<file path="src/rtl/gpio_port.sv">
module gpio_port #(
  parameter int WIDTH     = 8,
  parameter int GROUP_W   = 4,
  parameter bit WHOLE_DIR = 1'b0
) (
  input  logic             clk,
  input  logic             rst_n,
  input  logic             wr_en,
  input  logic [1:0]       addr,
  input  logic [WIDTH-1:0] wdata,
  output logic [WIDTH-1:0] rdata,
  input  logic [WIDTH-1:0] pin_in,
  output logic [WIDTH-1:0] pin_out,
  output logic [WIDTH-1:0] pin_oe,
  output logic [WIDTH-1:0] pin_pull
);
  localparam int NGRP  = WIDTH / GROUP_W;
  localparam int DIR_W = WHOLE_DIR ? 1 : WIDTH;
  localparam logic [1:0] A_VAL  = 2'd0;
  localparam logic [1:0] A_DIR  = 2'd1;
  localparam logic [1:0] A_PULL = 2'd2;

  logic [WIDTH-1:0] lat_q, meta_q, sync_q;
  logic [DIR_W-1:0] dir_q;
  logic [NGRP-1:0]  pull_q;
  logic [WIDTH-1:0] dir_bits, dir_rd, grp_pull;

  always_ff @(posedge clk or negedge rst_n) begin
    if (!rst_n) begin
      lat_q  <= '0;
      dir_q  <= '0;
      pull_q <= '0;
      meta_q <= '0;
      sync_q <= '0;
    end else begin
      meta_q <= pin_in;
      sync_q <= meta_q;
      if (wr_en) begin
        case (addr)
          A_VAL:   lat_q  <= wdata;
          A_DIR:   dir_q  <= wdata[DIR_W-1:0];
          A_PULL:  pull_q <= wdata[NGRP-1:0];
          default: ;
        endcase
      end
    end
  end

  generate
    if (WHOLE_DIR) begin : g_whole
      assign dir_bits = {WIDTH{dir_q[0]}};
      assign dir_rd   = {{(WIDTH-1){1'b0}}, dir_q[0]};
    end else begin : g_perbit
      assign dir_bits = dir_q;
      assign dir_rd   = dir_q;
    end
  endgenerate

  for (genvar g = 0; g < NGRP; g++) begin : g_grp
    assign grp_pull[g*GROUP_W +: GROUP_W] = {GROUP_W{pull_q[g]}};
  end

  assign pin_out  = lat_q;
  assign pin_oe   = dir_bits;
  assign pin_pull = grp_pull & ~dir_bits;

  always_comb begin
    case (addr)
      A_VAL:   rdata = (lat_q & dir_bits) | (sync_q & ~dir_bits);
      A_DIR:   rdata = dir_rd;
      A_PULL:  rdata = {{(WIDTH-NGRP){1'b0}}, pull_q};
      default: rdata = '0;
    endcase
  end

  logic [1:0] age_q;
  always_ff @(posedge clk or negedge rst_n) begin
    if (!rst_n)              age_q <= '0;
    else if (age_q != 2'd2)  age_q <= age_q + 2'd1;
  end

  assert_reset_quiet_R1: assert property (@(posedge clk) disable iff (!rst_n)
    (age_q == 2'd0) |-> (pin_oe == '0 && pin_pull == '0 && pin_out == '0));

  assert_latch_write_R2: assert property (@(posedge clk) disable iff (!rst_n)
    (wr_en && addr == A_VAL) |=> (pin_out == $past(wdata)));

  assert_sync_depth_R8: assert property (@(posedge clk) disable iff (!rst_n)
    (age_q == 2'd2) |-> (sync_q == $past(pin_in, 2)));

  assert_dead_addr_R10: assert property (@(posedge clk) disable iff (!rst_n)
    (wr_en && addr == 2'd3) |=> ($stable(pin_out) && $stable(pin_oe) && $stable(pin_pull)));

  generate
    if (WHOLE_DIR) begin : g_chk_whole
      assert_whole_dir_R9: assert property (@(posedge clk) disable iff (!rst_n)
        (wr_en && addr == A_DIR) |=> (pin_oe == {WIDTH{$past(wdata[0])}}));
    end else begin : g_chk_perbit
      assert_dir_write_R3: assert property (@(posedge clk) disable iff (!rst_n)
        (wr_en && addr == A_DIR) |=> (pin_oe == $past(wdata)));
    end
  endgenerate
endmodule

</file>
<file path="config.mk">
export PLATFORM = sky130hd
export DESIGN_NAME = gpio_port
export DESIGN_NICKNAME = d
export VERILOG_FILES = /design/src/rtl/gpio_port.sv
export SDC_FILE = /design/constraint.sdc
export NUM_CORES = 1
export LEC_CHECK = 0
export CAP_MARGIN = 5
export CELL_PAD_IN_SITES_DETAIL_PLACEMENT = 0
export CELL_PAD_IN_SITES_GLOBAL_PLACEMENT = 1
export CORE_UTILIZATION = 25
export CTS_BUF_LIST = sky130_fd_sc_hd__clkbuf_4
export DETAILED_ROUTE_END_ITERATION = 12
export PLACE_DENSITY = 0.62
export RECOVER_POWER = 50
export SYNTH_ARGS = -nofsm -noshare
export SYNTH_HDL_FRONTEND = slang
export SYNTH_SLANG_ARGS = --single-unit
</file>
<file path="constraint.sdc">
create_clock -name clk -period 1.47 [get_ports clk]
set_input_delay 0.294 -clock clk [delete_from_list [all_inputs] [get_ports clk]]
set_output_delay 0.294 -clock clk [all_outputs]
set_load 0.005 [all_outputs]
</file>
Word level (Yosys, flattened, before mapping)
Index checks and enable logic that the tools add are counted.
Widths: inputs -> output; s select.
{"block": "totals", "reg_bits": 34, "output_inout_bits": 32, "elab_cells": 17}
{"block": "op_classes", "n_mux": 1, "bitwise_logic": 5, "reduce_logical": 4, "eq_ne": 2}
{"op": "$and 8x8->8", "count": 3}
{"op": "$pmux 8 s3", "count": 1}
{"op": "$not 8->8", "count": 1}
{"op": "$or 8x8->8", "count": 1}
{"op": "$reduce_and 2->1", "count": 3}
{"op": "$eq 2x1->1 const B", "count": 1}
{"op": "$eq 2x2->1 const B", "count": 1}
{"op": "$logic_not 2->1", "count": 1}

Depth between registers and ports, before layout
{"block": "depth", "word_depth": 4, "depth_mapped": 4, "mapped_depth_nobuf": 3}

Worst setup path before layout
OpenSTA, ideal clock, no wires.
{"block": "synth_timing", "kind": "input to register", "start": "input port addr[0]", "end": "register lat_q[0] (netlist: pin_out[0])", "setup_time_ps": 125, "path_stages": 3, "t_required_ps": 1345, "slack_ps": 227, "path_buffers": 1, "t_arrival_ps": 1118, "path_cell_list": "buf_6 -> nor3b_4 -> mux2_2"}
{"block": "synth_via", "elab_chain_cells": 2}
{"element": "start: declaration", "line": "9", "rtl": "input logic [1:0] addr,"}
{"element": "$logic_not 2->1", "line": "39", "rtl": "case (addr)"}
{"element": "$reduce_and 2->1 (no source line)"}
{"element": "end signal: assignment", "line": "40", "rtl": "A_VAL: lat_q <= wdata;"}
{"element": "end: declaration", "line": "23", "rtl": "logic [WIDTH-1:0] lat_q, meta_q, sync_q;"}
Every way passes these cells.
A chain may end at the register's enable or synchronous reset.

Final worst setup path
{"block": "layout_timing", "start": "input port addr[0]", "end": "output port rdata[2]"}
{"block": "layout_via", "elab_chain_cells": 2}
{"element": "$eq 2x2->1, or another cell as far along", "line": "68", "rtl": "case (addr)"}
{"element": "$pmux 8 s3 (*)", "line": "68"}
{"element": "end: declaration", "line": "11", "rtl": "output logic [WIDTH-1:0] rdata,"}
Every way passes the cells marked *; elsewhere a longest branch is shown, timed or not.

==> results summary <==
The flow ran to the end, but the final reports show violations. The final reports fail on setup timing. The overall die area came out at 0.00557 mm2. The final total power came out at 0.00245 W. The synthesized area is 0.00132 mm2. The clock tree buffer depth came out at 2. The via density per instance came out at 4.22. The area of the placeable core came out at 0.00511 mm2.

After detailed routing, the number of remaining DRC violations is 0. Clock skew on the completed layout was measured at 3.21 ps. The power per standard cell area came out at 1090 mW/mm2. The cell count after placement came out at 238. The leakage power came out at 1.04 nW.

In this design, the largest share of critical-path delay is due to buffers and inverters. The total of endpoints with negative setup slack in the final report is 10. The row count is 26.

The final hold violation count is 0. The synthesis-stage register bit count is 34. The insertion delay of the later-clocked pin in the worst-skew pair came out at 330 ps. Once detail routing completed, the nets flagged for antenna violations numbered 0.

The clock sink count came out at 34. After global routing the overflow that remains totals 0. Summing the areas of all and, or, nand and nor instances in the mapped netlist gives 11.1% of the synthesized area. Traced cell by cell, the critical path runs through clkdlybuf4s15_1 -> buf_12 -> buf_4 -> nor2_4 -> nand2_2 -> a21oi_2 -> buf_2.

The area taken by multi-input logic gates came out at 527 um2. The root buffer cell chosen for the clock tree is clkbuf_4. The highest-delay cell along the critical path is clkdlybuf4s15_1. The kind of start point of the critical path is an input pin. The clock transition at the registers of the reported paths came out at 90 ps.

The critical path is of the input pin to output pin type. The number of port buffers is 52. The vertical die dimension came out at 74.6 um. The kind of end point of the critical path is an output pin.

Of all nets on the critical path, the largest fanout is 7. Once the floorplan was initialized, standard cells occupied 25.8% of the core. The final critical-path setup slack is -83.1 ps.

The count of placed standard cells in the final layout, fillers left out is 263. The area growth from synthesis to layout is 70.6%. The number of top-level design ports came out at 53.

The main combinational cell family by area after synthesis is multiplexers. The count of hold buffers inserted by post-cts repair came out at 0. The via count is 1110.

The worst hold path belongs to the class register to register. The number of H-tree levels came out at 2. The number of distinct standard cells referenced by the synthesized netlist came out at 16. The first global-routing pass estimated 5.56 mm of wire. The area taken by flip-flops and latches is 851 um2.

The worst-case IR drop observed on VDD is 0.000501 V. The synthesized net count is 120. The largest net degree at the start of global routing came out at 35.

Static timing analysis puts the maximum clock frequency at 644 MHz. The adder and majority cell fraction of the synthesized area came out at 0%. The number of fill cells in the layout came out at 487. The via count of the first global-routing pass came out at 1200. TritonCTS built the clock tree.

The data arrival time of the critical path came out at 1260 ps. The final critical path time including I/O delays and setup came out at 1550 ps. Once detailed placement completed, the half-perimeter wirelength came to 2.32 mm. The worst slew slack as a fraction of its limit came out at 45.7%. For the pin with the worst max-slew slack, the measured transition is 815 ps. The floorplan step set the die width to 74.6 um. The proportion of synthesized chip area in sequential cells came out at 64.5%. The number of antenna violations at the first check in global routing is 0. The synthesis warning total came out at 0.

The instance count of the mapped netlist is 99. The longest individual stage delay on the worst path came out at 210 ps. The number of DRC markers in iteration 0 is 35. Global routing used 13.9% of the available tracks. The max-capacitance violation count is 0. The number of buffer and inverter instances along the worst setup path is 4. Summing the areas of all xor and xnor instances in the mapped netlist gives 0% of the synthesized area. The post-synthesis area per instance came out at 13.3 um2. The repair_antennas step left the layout with diodes totalling 0. The share of the clock period used by the worst path after layout came out at 106%. At the end of routability-driven placement, the weighted congestion stood at 0.727. The routed length per instance is 12.8 um.

The number of clock buffers inserted by TritonCTS is 5. The portion of netlist area occupied by mux cells came out at 15.4%. The required time of the critical path came out at 1180 ps. Cells with a size suffix above 1 make up 52.8% of the layout. The total number of nets in the final design came out at 213. Wires add up to 3.36 mm. Setup repair after global routing could not meet its margin everywhere. The final max-slew violation count came to 0.

The number of detailed-route iterations in the first pass came out at 4. The synthesized-area fraction occupied by ao, oa, aoi and oai cells came out at 7.21%.
-- metrics by stage --
step	setup WS (ps)	cell area, um2	util (%)	hold slack [ps]	setup TNS [ps]
2_1_floorplan	227	1320	-	-1.59	0
6_report	-83.1	2250	44.0	356	-425
5_1_grt	-156	2250	44.0	373	-1370
3_5_place_dp	-705	2090	41.0	335	-11470
4_1_cts	-136	2210	43.2	321	-567
3_3_place_gp	-642	2090	41.0	334	-11340
-- cells in the mapped netlist --
master	n	area, um2
mux2_2	18	203
clkbuf_1	1	3.75
nand2_1	6	22.5
nor2b_1	8	50.1
buf_6	1	11.3
nand3_2	1	10.0
o211ai_1	2	15.0
o21ai_0	8	40.0
nor3b_4	1	18.8
buf_2	1	5.00
nor3b_1	2	15.0
nand3b_1	1	7.51
nor2_1	6	22.5
a21oi_1	8	40.0
inv_1	1	3.75
dfrtp_1	34	851
-- sequential cells by signal (all words and copies together) (netlist names) --
signal / cells
meta_q: 8
pin_out: 8
sync_q: 8
pin_oe: 8
pull_q: 2
-- path summary, 6_finish.rpt --
| path | startpoint | endpoint | slack, ps | cells past startpoint |
|---|---|---|---|---|
| hold reg to reg | meta_q[2]$_DFF_PN0_ | sync_q[2]$_DFF_PN0_ | 360 | 0 |
| hold / removal | meta_q[2]$_DFF_PN0_ | sync_q[2]$_DFF_PN0_ | 360 | 0 |
| max in group asynchronous | rst_n | pin_out[7]$_DFFE_PN0P_ | 380 | 2 |
| setup / recovery | addr[0] | rdata[2] | -80 | 7 |
| min in group asynchronous | rst_n | meta_q[4]$_DFF_PN0_ | 590 | 2 |
| setup reg to reg | pin_oe[2]$_DFFE_PN0P_ | pin_oe[2]$_DFFE_PN0P_ | 450 | 3 |
-- power by group --
part           total [W]  leakage, nW  internal [W]  switching (W)
clock           0.000492       0.0331      0.000198       0.000294
combinational   0.000827        0.603      0.000518       0.000310
sequential       0.00113        0.399       0.00105      0.0000749
total            0.00245         1.04       0.00177       0.000679
-- cell families after synthesis --
kind of cell	after synthesis
DFF	34
buffers and inverters	4
AOI/OAI and AO/OA	18
muxes	18
and+or+nand+nor	25
-- metal layers --
metal	part of all wire (%)	up-vias	global-route usage, %
li1	-	528	-
met1	47	540	18.2
met2	48	37	21.9
met3	4.5	5	4.55
met4	1.2	0	4.40
met5	0	-	0
-- worst reg2reg max path, cell delays in order (launching register included) --
cell	delay (ps)
dfrtp_1	400
buf_4	140
buf_4	130
mux2_2	250
-- layout make-up --
class	count	share of cell area [%]
multi-input cells	61	23.4
well taps	70	3.89
flip-flops and latches	34	37.8
clock inverters	2	0.389
clock buffers	6	2.00
inverters	1	0.167
repair buffers	89	32.3
-- what timing repair did --
action,CTS,global route
cloned,0,0
setup endpoints to repair,48,15
pin swaps,13,15
buffers inserted,16,4
gates resized for setup,103,24
-- cell usage in the layout, fill, tap and decap left out, types with 2 or more instances in the layout --
cell type and instances:
buf_2 16, dlygate4sd2_1 12, nor2_2 2, nand2_1 3, nor3b_2 2, a21oi_1 2, buf_6 9, mux2_2 18
clkbuf_4 6, nor2_4 3, dlygate4sd3_1 9, nor2b_4 2, clkdlybuf4s15_1 2, o21ai_0 3, clkdlybuf4s50_1 9, nor2b_1 6
clkbuf_2 5, a21oi_2 6, nand2_2 3, buf_4 26, o211ai_1 2, dfrtp_1 34, o21ai_1 5
No activity file was read; power rests on OpenSTA's default activity.
